[src/rtl/tmr_pkg.sv]
package tmr_pkg;
  // Register offsets inside one timer, as word index addr[3:2]
  localparam logic [1:0] REG_RELOAD = 2'd0;
  localparam logic [1:0] REG_COUNT  = 2'd1;
  localparam logic [1:0] REG_CTRL   = 2'd2;
  localparam logic [1:0] REG_CLEAR  = 2'd3;

  // Control word bit positions
  localparam int CTL_EN_BIT  = 7;
  localparam int CTL_REP_BIT = 6;
  localparam int CTL_PS_LSB  = 2;

  // Prescale codes
  localparam logic [1:0] PS_DIV1  = 2'd0;
  localparam logic [1:0] PS_DIV16 = 2'd1;

  typedef struct packed {
    logic       en;
    logic       rep;
    logic [1:0] ps;
  } tmr_ctrl_t;
endpackage

[src/rtl/tmr_prescaler.sv]
module tmr_prescaler #(
  parameter int MID_LOG2 = 4,
  parameter int HI_LOG2  = 8
) (
  input  logic       clk,
  input  logic       rst,
  input  logic       run,
  input  logic       restart,
  input  logic [1:0] sel,
  output logic       tick
);
  import tmr_pkg::*;

  localparam logic [HI_LOG2-1:0] TERM_MID = HI_LOG2'((1 << MID_LOG2) - 1);
  localparam logic [HI_LOG2-1:0] TERM_HI  = '1;

  logic [HI_LOG2-1:0] acc_q;
  logic [HI_LOG2-1:0] term;

  always_comb begin
    case (sel)
      PS_DIV1:  term = '0;
      PS_DIV16: term = TERM_MID;
      default:  term = TERM_HI;
    endcase
  end

  // >= keeps a mid-count divisor change from stalling a full wrap
  assign tick = run && (acc_q >= term);

  always_ff @(posedge clk) begin
    if (rst || restart) acc_q <= '0;
    else if (run)       acc_q <= tick ? '0 : acc_q + 1'b1;
  end
endmodule

[src/rtl/tmr_channel.sv]
module tmr_channel #(
  parameter int CNT_W    = 24,
  parameter int MID_LOG2 = 4,
  parameter int HI_LOG2  = 8
) (
  input  logic                clk,
  input  logic                rst,
  input  logic                ld_we,
  input  logic [CNT_W-1:0]    ld_val,
  input  logic                ctl_we,
  input  tmr_pkg::tmr_ctrl_t  ctl_val,
  input  logic                clr_we,
  output logic [CNT_W-1:0]    reload_o,
  output logic [CNT_W-1:0]    count_o,
  output tmr_pkg::tmr_ctrl_t  ctrl_o,
  output logic                pend_o
);
  import tmr_pkg::*;

  localparam logic [CNT_W-1:0] ONE = CNT_W'(1);

  logic [CNT_W-1:0] reload_q;
  logic [CNT_W-1:0] count_q;
  tmr_ctrl_t        ctrl_q;
  logic             pend_q;
  logic             tick;
  logic             hit;

  tmr_prescaler #(
    .MID_LOG2 (MID_LOG2),
    .HI_LOG2  (HI_LOG2)
  ) u_pre (
    .clk     (clk),
    .rst     (rst),
    .run     (ctrl_q.en),
    .restart (ld_we),
    .sel     (ctrl_q.ps),
    .tick    (tick)
  );

  assign hit = tick && !ld_we && (count_q == ONE);

  always_ff @(posedge clk) begin
    if (rst) begin
      reload_q <= '0;
      ctrl_q   <= '0;
    end else begin
      if (ld_we)  reload_q <= ld_val;
      if (ctl_we) ctrl_q   <= ctl_val;
    end
  end

  always_ff @(posedge clk) begin
    if (rst)                count_q <= '0;
    else if (ld_we)         count_q <= ld_val;
    else if (tick) begin
      if (count_q == ONE)   count_q <= ctrl_q.rep ? reload_q : '0;
      else if (count_q == '0) begin
        if (ctrl_q.rep)     count_q <= reload_q;
      end else              count_q <= count_q - 1'b1;
    end
  end

  always_ff @(posedge clk) begin
    if (rst)         pend_q <= 1'b0;
    else if (hit)    pend_q <= 1'b1;
    else if (clr_we) pend_q <= 1'b0;
  end

  assign reload_o = reload_q;
  assign count_o  = count_q;
  assign ctrl_o   = ctrl_q;
  assign pend_o   = pend_q;
endmodule

[src/rtl/dual_tick_timer.sv]
module dual_tick_timer #(
  parameter int N_TMR       = 2,
  parameter int CNT_W       = 24,
  parameter int DATA_W      = 32,
  parameter int STRIDE_LOG2 = 5,
  parameter int MID_LOG2    = 4,
  parameter int HI_LOG2     = 8,
  parameter int ADDR_W      = STRIDE_LOG2 + ((N_TMR > 1) ? $clog2(N_TMR) : 1)
) (
  input  logic              clk,
  input  logic              rst,
  input  logic              wr_en,
  input  logic              rd_en,
  input  logic [ADDR_W-1:0] addr,
  input  logic [DATA_W-1:0] wr_data,
  output logic [DATA_W-1:0] rd_data,
  output logic              irq
);
  import tmr_pkg::*;

  localparam int CH_W = ADDR_W - STRIDE_LOG2;

  logic [CH_W-1:0] a_ch;
  logic [1:0]      a_reg;
  logic            a_ok;

  logic [N_TMR-1:0][CNT_W-1:0] reload_all;
  logic [N_TMR-1:0][CNT_W-1:0] count_all;
  tmr_ctrl_t [N_TMR-1:0]       ctrl_all;
  logic [N_TMR-1:0]            pend_all;
  logic [N_TMR-1:0]            en_all;
  logic [N_TMR-1:0]            rep_all;
  logic [N_TMR-1:0]            ch_sel;
  logic [N_TMR-1:0]            ld_we;
  logic [N_TMR-1:0]            ctl_we;
  logic [N_TMR-1:0]            clr_we;
  logic [DATA_W-1:0]           rd_mux;
  tmr_ctrl_t                   ctl_in;
  logic                        unused_hi;

  assign a_ch  = addr[STRIDE_LOG2 +: CH_W];
  assign a_reg = addr[3:2];
  assign a_ok  = (addr[1:0] == 2'b00) && (addr[STRIDE_LOG2-1:4] == '0);

  assign ctl_in.en  = wr_data[CTL_EN_BIT];
  assign ctl_in.rep = wr_data[CTL_REP_BIT];
  assign ctl_in.ps  = wr_data[CTL_PS_LSB +: 2];
  assign unused_hi  = ^wr_data[DATA_W-1:CNT_W];

  for (genvar i = 0; i < N_TMR; i++) begin : g_ch
    assign ch_sel[i] = a_ok && (a_ch == CH_W'(i));
    assign ld_we[i]  = wr_en && ch_sel[i] && (a_reg == REG_RELOAD);
    assign ctl_we[i] = wr_en && ch_sel[i] && (a_reg == REG_CTRL);
    assign clr_we[i] = wr_en && ch_sel[i] && (a_reg == REG_CLEAR);
    assign en_all[i]  = ctrl_all[i].en;
    assign rep_all[i] = ctrl_all[i].rep;

    tmr_channel #(
      .CNT_W    (CNT_W),
      .MID_LOG2 (MID_LOG2),
      .HI_LOG2  (HI_LOG2)
    ) u_ch (
      .clk      (clk),
      .rst      (rst),
      .ld_we    (ld_we[i]),
      .ld_val   (wr_data[CNT_W-1:0]),
      .ctl_we   (ctl_we[i]),
      .ctl_val  (ctl_in),
      .clr_we   (clr_we[i]),
      .reload_o (reload_all[i]),
      .count_o  (count_all[i]),
      .ctrl_o   (ctrl_all[i]),
      .pend_o   (pend_all[i])
    );
  end

  always_comb begin
    rd_mux = '0;
    for (int i = 0; i < N_TMR; i++) begin
      if (ch_sel[i]) begin
        case (a_reg)
          REG_RELOAD: rd_mux = DATA_W'(reload_all[i]);
          REG_COUNT:  rd_mux = DATA_W'(count_all[i]);
          REG_CTRL: begin
            rd_mux[CTL_EN_BIT]        = ctrl_all[i].en;
            rd_mux[CTL_REP_BIT]       = ctrl_all[i].rep;
            rd_mux[CTL_PS_LSB +: 2]   = ctrl_all[i].ps;
          end
          default:    rd_mux = '0;
        endcase
      end
    end
  end

  always_ff @(posedge clk) begin
    if (rst) begin
      rd_data <= '0;
      irq     <= 1'b0;
    end else begin
      if (rd_en) rd_data <= rd_mux;
      irq <= |pend_all;
    end
  end
endmodule

[config.mk]
export PLATFORM = sky130hd
export DESIGN_NAME = dual_tick_timer
export DESIGN_NICKNAME = d
export VERILOG_FILES = /design/src/rtl/tmr_pkg.sv /design/src/rtl/tmr_prescaler.sv /design/src/rtl/tmr_channel.sv /design/src/rtl/dual_tick_timer.sv
export SDC_FILE = /design/constraint.sdc
export NUM_CORES = 1
export LEC_CHECK = 0
export BUFFER_PORTS_ARGS = -buffer_cell sky130_fd_sc_hd__buf_2
export CORE_MARGIN = 2
export CORE_UTILIZATION = 45
export DETAILED_ROUTE_END_ITERATION = 10
export GPL_TIMING_DRIVEN = 0
export PLACE_DENSITY = 0.64
export SLEW_MARGIN = 25
export SYNTH_ARGS = -nofsm -noshare
export SYNTH_HDL_FRONTEND = slang
export SYNTH_SLANG_ARGS = --single-unit
[constraint.sdc]
create_clock -name clk -period 5.2 [get_ports clk]
set_input_delay 0.78 -clock clk [delete_from_list [all_inputs] [get_ports clk]]
set_output_delay 0.78 -clock clk [all_outputs]
set_load 0.05 [all_outputs]
==> metrics.md <==
| Metric | Value |
|---|---|
| Status | complete, no violations |
| Routed len/inst | ~21 um |
| CP required | ~5.6 ns |
| Fin cells | about 1400 |
| Net Switching | 0.783 mW |
| Largest net degree at the start of global routing | 17 |
| Std cell rows | 50 |
| Slew headroom | roughly 32% |
| Ranking of synthesized cells by area | dfxtp_1 35%, mux2i_1 7.1%, nand2_1 7.0% |
| Setup Skew | ~0.0077 ns |
| Mapped Avg Cell Area | about 7.9 um2 |
| Post-synth EDFFs | 0 |
| Starting Density | roughly 45% |
| Final period utilization | between 60 and 70% |
| Vias/cell | 6.09 |
| Fin util | 51.9% |
| Post-synth top area share | between 30% and 40% |
| H-tree depth | 4 |
| Worst skew pair latency | roughly 0.43 ns |
| Grt ovf | 0 |
| Cells after Synth | 1071 |
| Core area | around 0.019 mm2 |
| Die area | between 0.015 and 0.02 mm2 |
| Comb pwr share | 13.5% |
| Synth unique cells | 64 |
| Initial antenna violation count | 0 |
| Post-synth top cells | 158 x nand2_1, 147 x dfxtp_1, 131 x nor2_1, 68 x a21oi_1, 61 x clkbuf_1 |
| Nature of the critical path endpoint | flop |
| Setup crit start kind | flop |
| RSZ-0062 raised after global routing | false |
| Sw Share | about 29% |
| # port buffers | 55 |
| Vias in the first global route | approximately 7600 |
| Slowest CP cell | nor3_1 |
| Initial DRC count | 1059 |
| Max-slew violations | 0 |
| Multi-input gate area | between 0.005 and 0.006 mm2 |
| CP max stage delay | about 0.65 ns |
| GPL Wtd Cong | about 0.97 |
| Worst-path cell chain | buf_2 > or4_1 > or4_1 > buf_2 > nor3_1 > clkbuf_1 > nand2_1 > a31oi_1 > o221a_1 |
| Total Routing Usage GR | around 29% |
| Layout cell share with drive strength beyond 1 | about an eighth |
| Seq. cell area | 0.00294 mm2 |
| N_diodes | 0 |
| Max Freq | between 0.2 and 0.3 GHz |
| Clock power frac | a little over two fifths |
| Net count reported at finish | between 1000 and 1500 |
| Die extent in x | about 140 um |
| Max VDD drop | about 0.25 mV |
| First-pass GRT wire length | 44.1 mm |
| # fillers | around 1800 |
| Max clock buf depth | 2 |
| I/O Pins | between 70 and 80 |
| Most frequent cell after synthesis | nand2_1 |
| Max-cap violation count | 0 |
| Pwr dens | roughly 280 mW/mm2 |
| DP Cell Count | 1369 |
| Setup TNS | 0 ns |
| Flop and latch count out of synthesis | 147 |
| Synth-to-Final Area Change | 14.1% |
| Register share of total power | 42.7% |
| Resize count post-CTS | 0 |
| Clock transition at the registers of the reported paths | approximately 0.06 ns |
| Hpwl dp | around 22 mm |
| Pint | about 1.9 mW |
| Min Tclk post-route | about 3.4 ns |
| Crit Path Class | flop to flop |
| Cts bufs inserted | 17 |
| Main synth FF type | dfxtp_1 |
| DR DRC count | 0 |
| Remaining antenna violation count | 0 |
| Root buf cell | clkbuf_16 |
| Ys async rst share | 0% |
| Height of the die | between 100 and 150 um |
| Final hold violations | 0 |
| DR pass1 iterations | 5 |
| Hold buffer count at CTS | 0 |
| Leakage | ~3.6 nW |
| Sequential fraction of the synthesis area | between 30% and 40% |
| CTS tree | done |
| Final WL | approximately 30 mm |
| CP Max Fanout | 10 |
| Clock sink count | between 100 and 150 |
| CP Data Arrival Time | roughly 3.7 ns |
| Hold WC Path Type | flop to flop |
| Via count | 8528 |
| Postcts setup bufs | 0 |
| Total power draw | roughly 2.7 mW |
| Netlist Area Pre-Place | roughly 0.0084 mm2 |
| Syn. warnings | 0 |
| Post-synth top area cell | dfxtp_1 |
| Slew @ Worst Pin | around 1 ns |
| Final setup violation count | 0 |
[worst paths after layout]
path	start	endpoint	slack (ns)	depth (start not counted)
setup / recovery	g_ch[1].u_ch.count_o[4]	g_ch[1].u_ch.count_o[21]	1.84	9
hold / removal	g_ch[1].u_ch.reload_o[13]	g_ch[1].u_ch.reload_o[13]	0.47	2
setup reg to reg	g_ch[1].u_ch.count_o[4]	g_ch[1].u_ch.count_o[21]	1.84	9
hold reg to reg	g_ch[1].u_ch.reload_o[13]	g_ch[1].u_ch.reload_o[13]	0.47	2
[registers in the layout, indices dropped and copies added (netlist names)]
register,flops
g_ch.u_ch.pend_o,2
g_ch.u_ch.u_pre.acc_q,16
rd_data,24
irq,1
g_ch.u_ch.ctrl_o,8
g_ch.u_ch.count_o,48
g_ch.u_ch.reload_o,48
[routing by layer]
metal,up-vias,routed length (um),track usage [%]
met5,-,0,0
met1,4039,12700,39.9
met2,386,13200,45.7
met3,57,2410,4.69
met4,0,926,11.5
li1,4046,-,-
[metrics by stage]
| step | hold WS [ns] | instance area, um2 | setup WS (ns) |
|---|---|---|---|
| floorplan | 0.428 | 8470 | 2.31 |
| global placement | 0.461 | 9040 | 1.20 |
| detailed placement | 0.464 | 9080 | 1.54 |
| CTS | 0.473 | 9640 | 1.91 |
| global route | 0.491 | 9640 | 1.64 |
| finish | 0.474 | 9640 | 1.84 |
[layout by cell type (no fill, tap or decap), types with 7 or more instances in the layout]
cell type | Yosys | routed
nor2_1 | 131 | 131
a31oi_1 | 14 | 14
inv_1 | 13 | 13
mux2i_1 | 60 | 60
buf_4 | 8 | 8
clkinvlp_4 | 0 | 7
clkbuf_1 | 61 | 61
nand2_1 | 158 | 158
a21oi_1 | 68 | 68
nor3_1 | 20 | 19
buf_1 | 11 | 11
nand4_1 | 16 | 16
o221a_2 | 7 | 7
xnor2_1 | 25 | 25
o221ai_1 | 21 | 21
nand3_1 | 15 | 15
or3_1 | 11 | 11
xor2_1 | 23 | 23
conb_1 | 1 | 8
a211oi_1 | 39 | 39
buf_2 | 6 | 63
or4_1 | 8 | 8
nor4_1 | 15 | 13
o21ai_0 | 52 | 52
ha_1 | 18 | 18
o221a_1 | 11 | 11
clkbuf_16 | 0 | 17
dfxtp_1 | 147 | 147
o2bb2ai_1 | 10 | 10
[layout make-up]
class | instances | share of cell area, %
timing repair buffer | 57 | 2.96
clock inverter | 15 | 1.42
clock buffer | 17 | 4.41
buffer | 89 | 4.09
tap | 234 | 3.04
inverter | 13 | 0.506
multi-input combinational | 829 | 53.0
sequential | 147 | 30.5
[power groups by stage]
stage / Combinational [mW] / Sequential (mW) / Clock [mW]
global placement: 0.351 / 1.18 / 0
detailed placement: 0.353 / 1.18 / 0
CTS: 0.355 / 1.15 / 1.19
global route: 0.387 / 1.15 / 1.23
finish: 0.363 / 1.15 / 1.18
floorplan: 0.213 / 1.20 / 0
[critical path, delay by kind of cell, from the launching register on]
| kind | cells | cell delay (ns) |
|---|---|---|
| AO/OA/AOI/OAI | 2 | 0.43 |
| buffers and inverters | 3 | 0.75 |
| flip-flops | 1 | 0.29 |
| AND/OR/NAND/NOR | 4 | 1.84 |
[cells by family (layout without fill, tap and decap cells)]
logic type / count (synthesis) / after routing / synth area share [%]
other cells: 1 / 8 / 0.0444
flops: 147 / 147 / 34.8
compound gates: 285 / 285 / 23.3
simple gates: 410 / 410 / 21.9
fa+ha+maj: 18 / 18 / 2.67
buf+inv: 102 / 191 / 5.24
xor+xnor: 48 / 48 / 4.98
mux: 60 / 60 / 7.11
No activity file was read; power rests on OpenSTA's default activity.
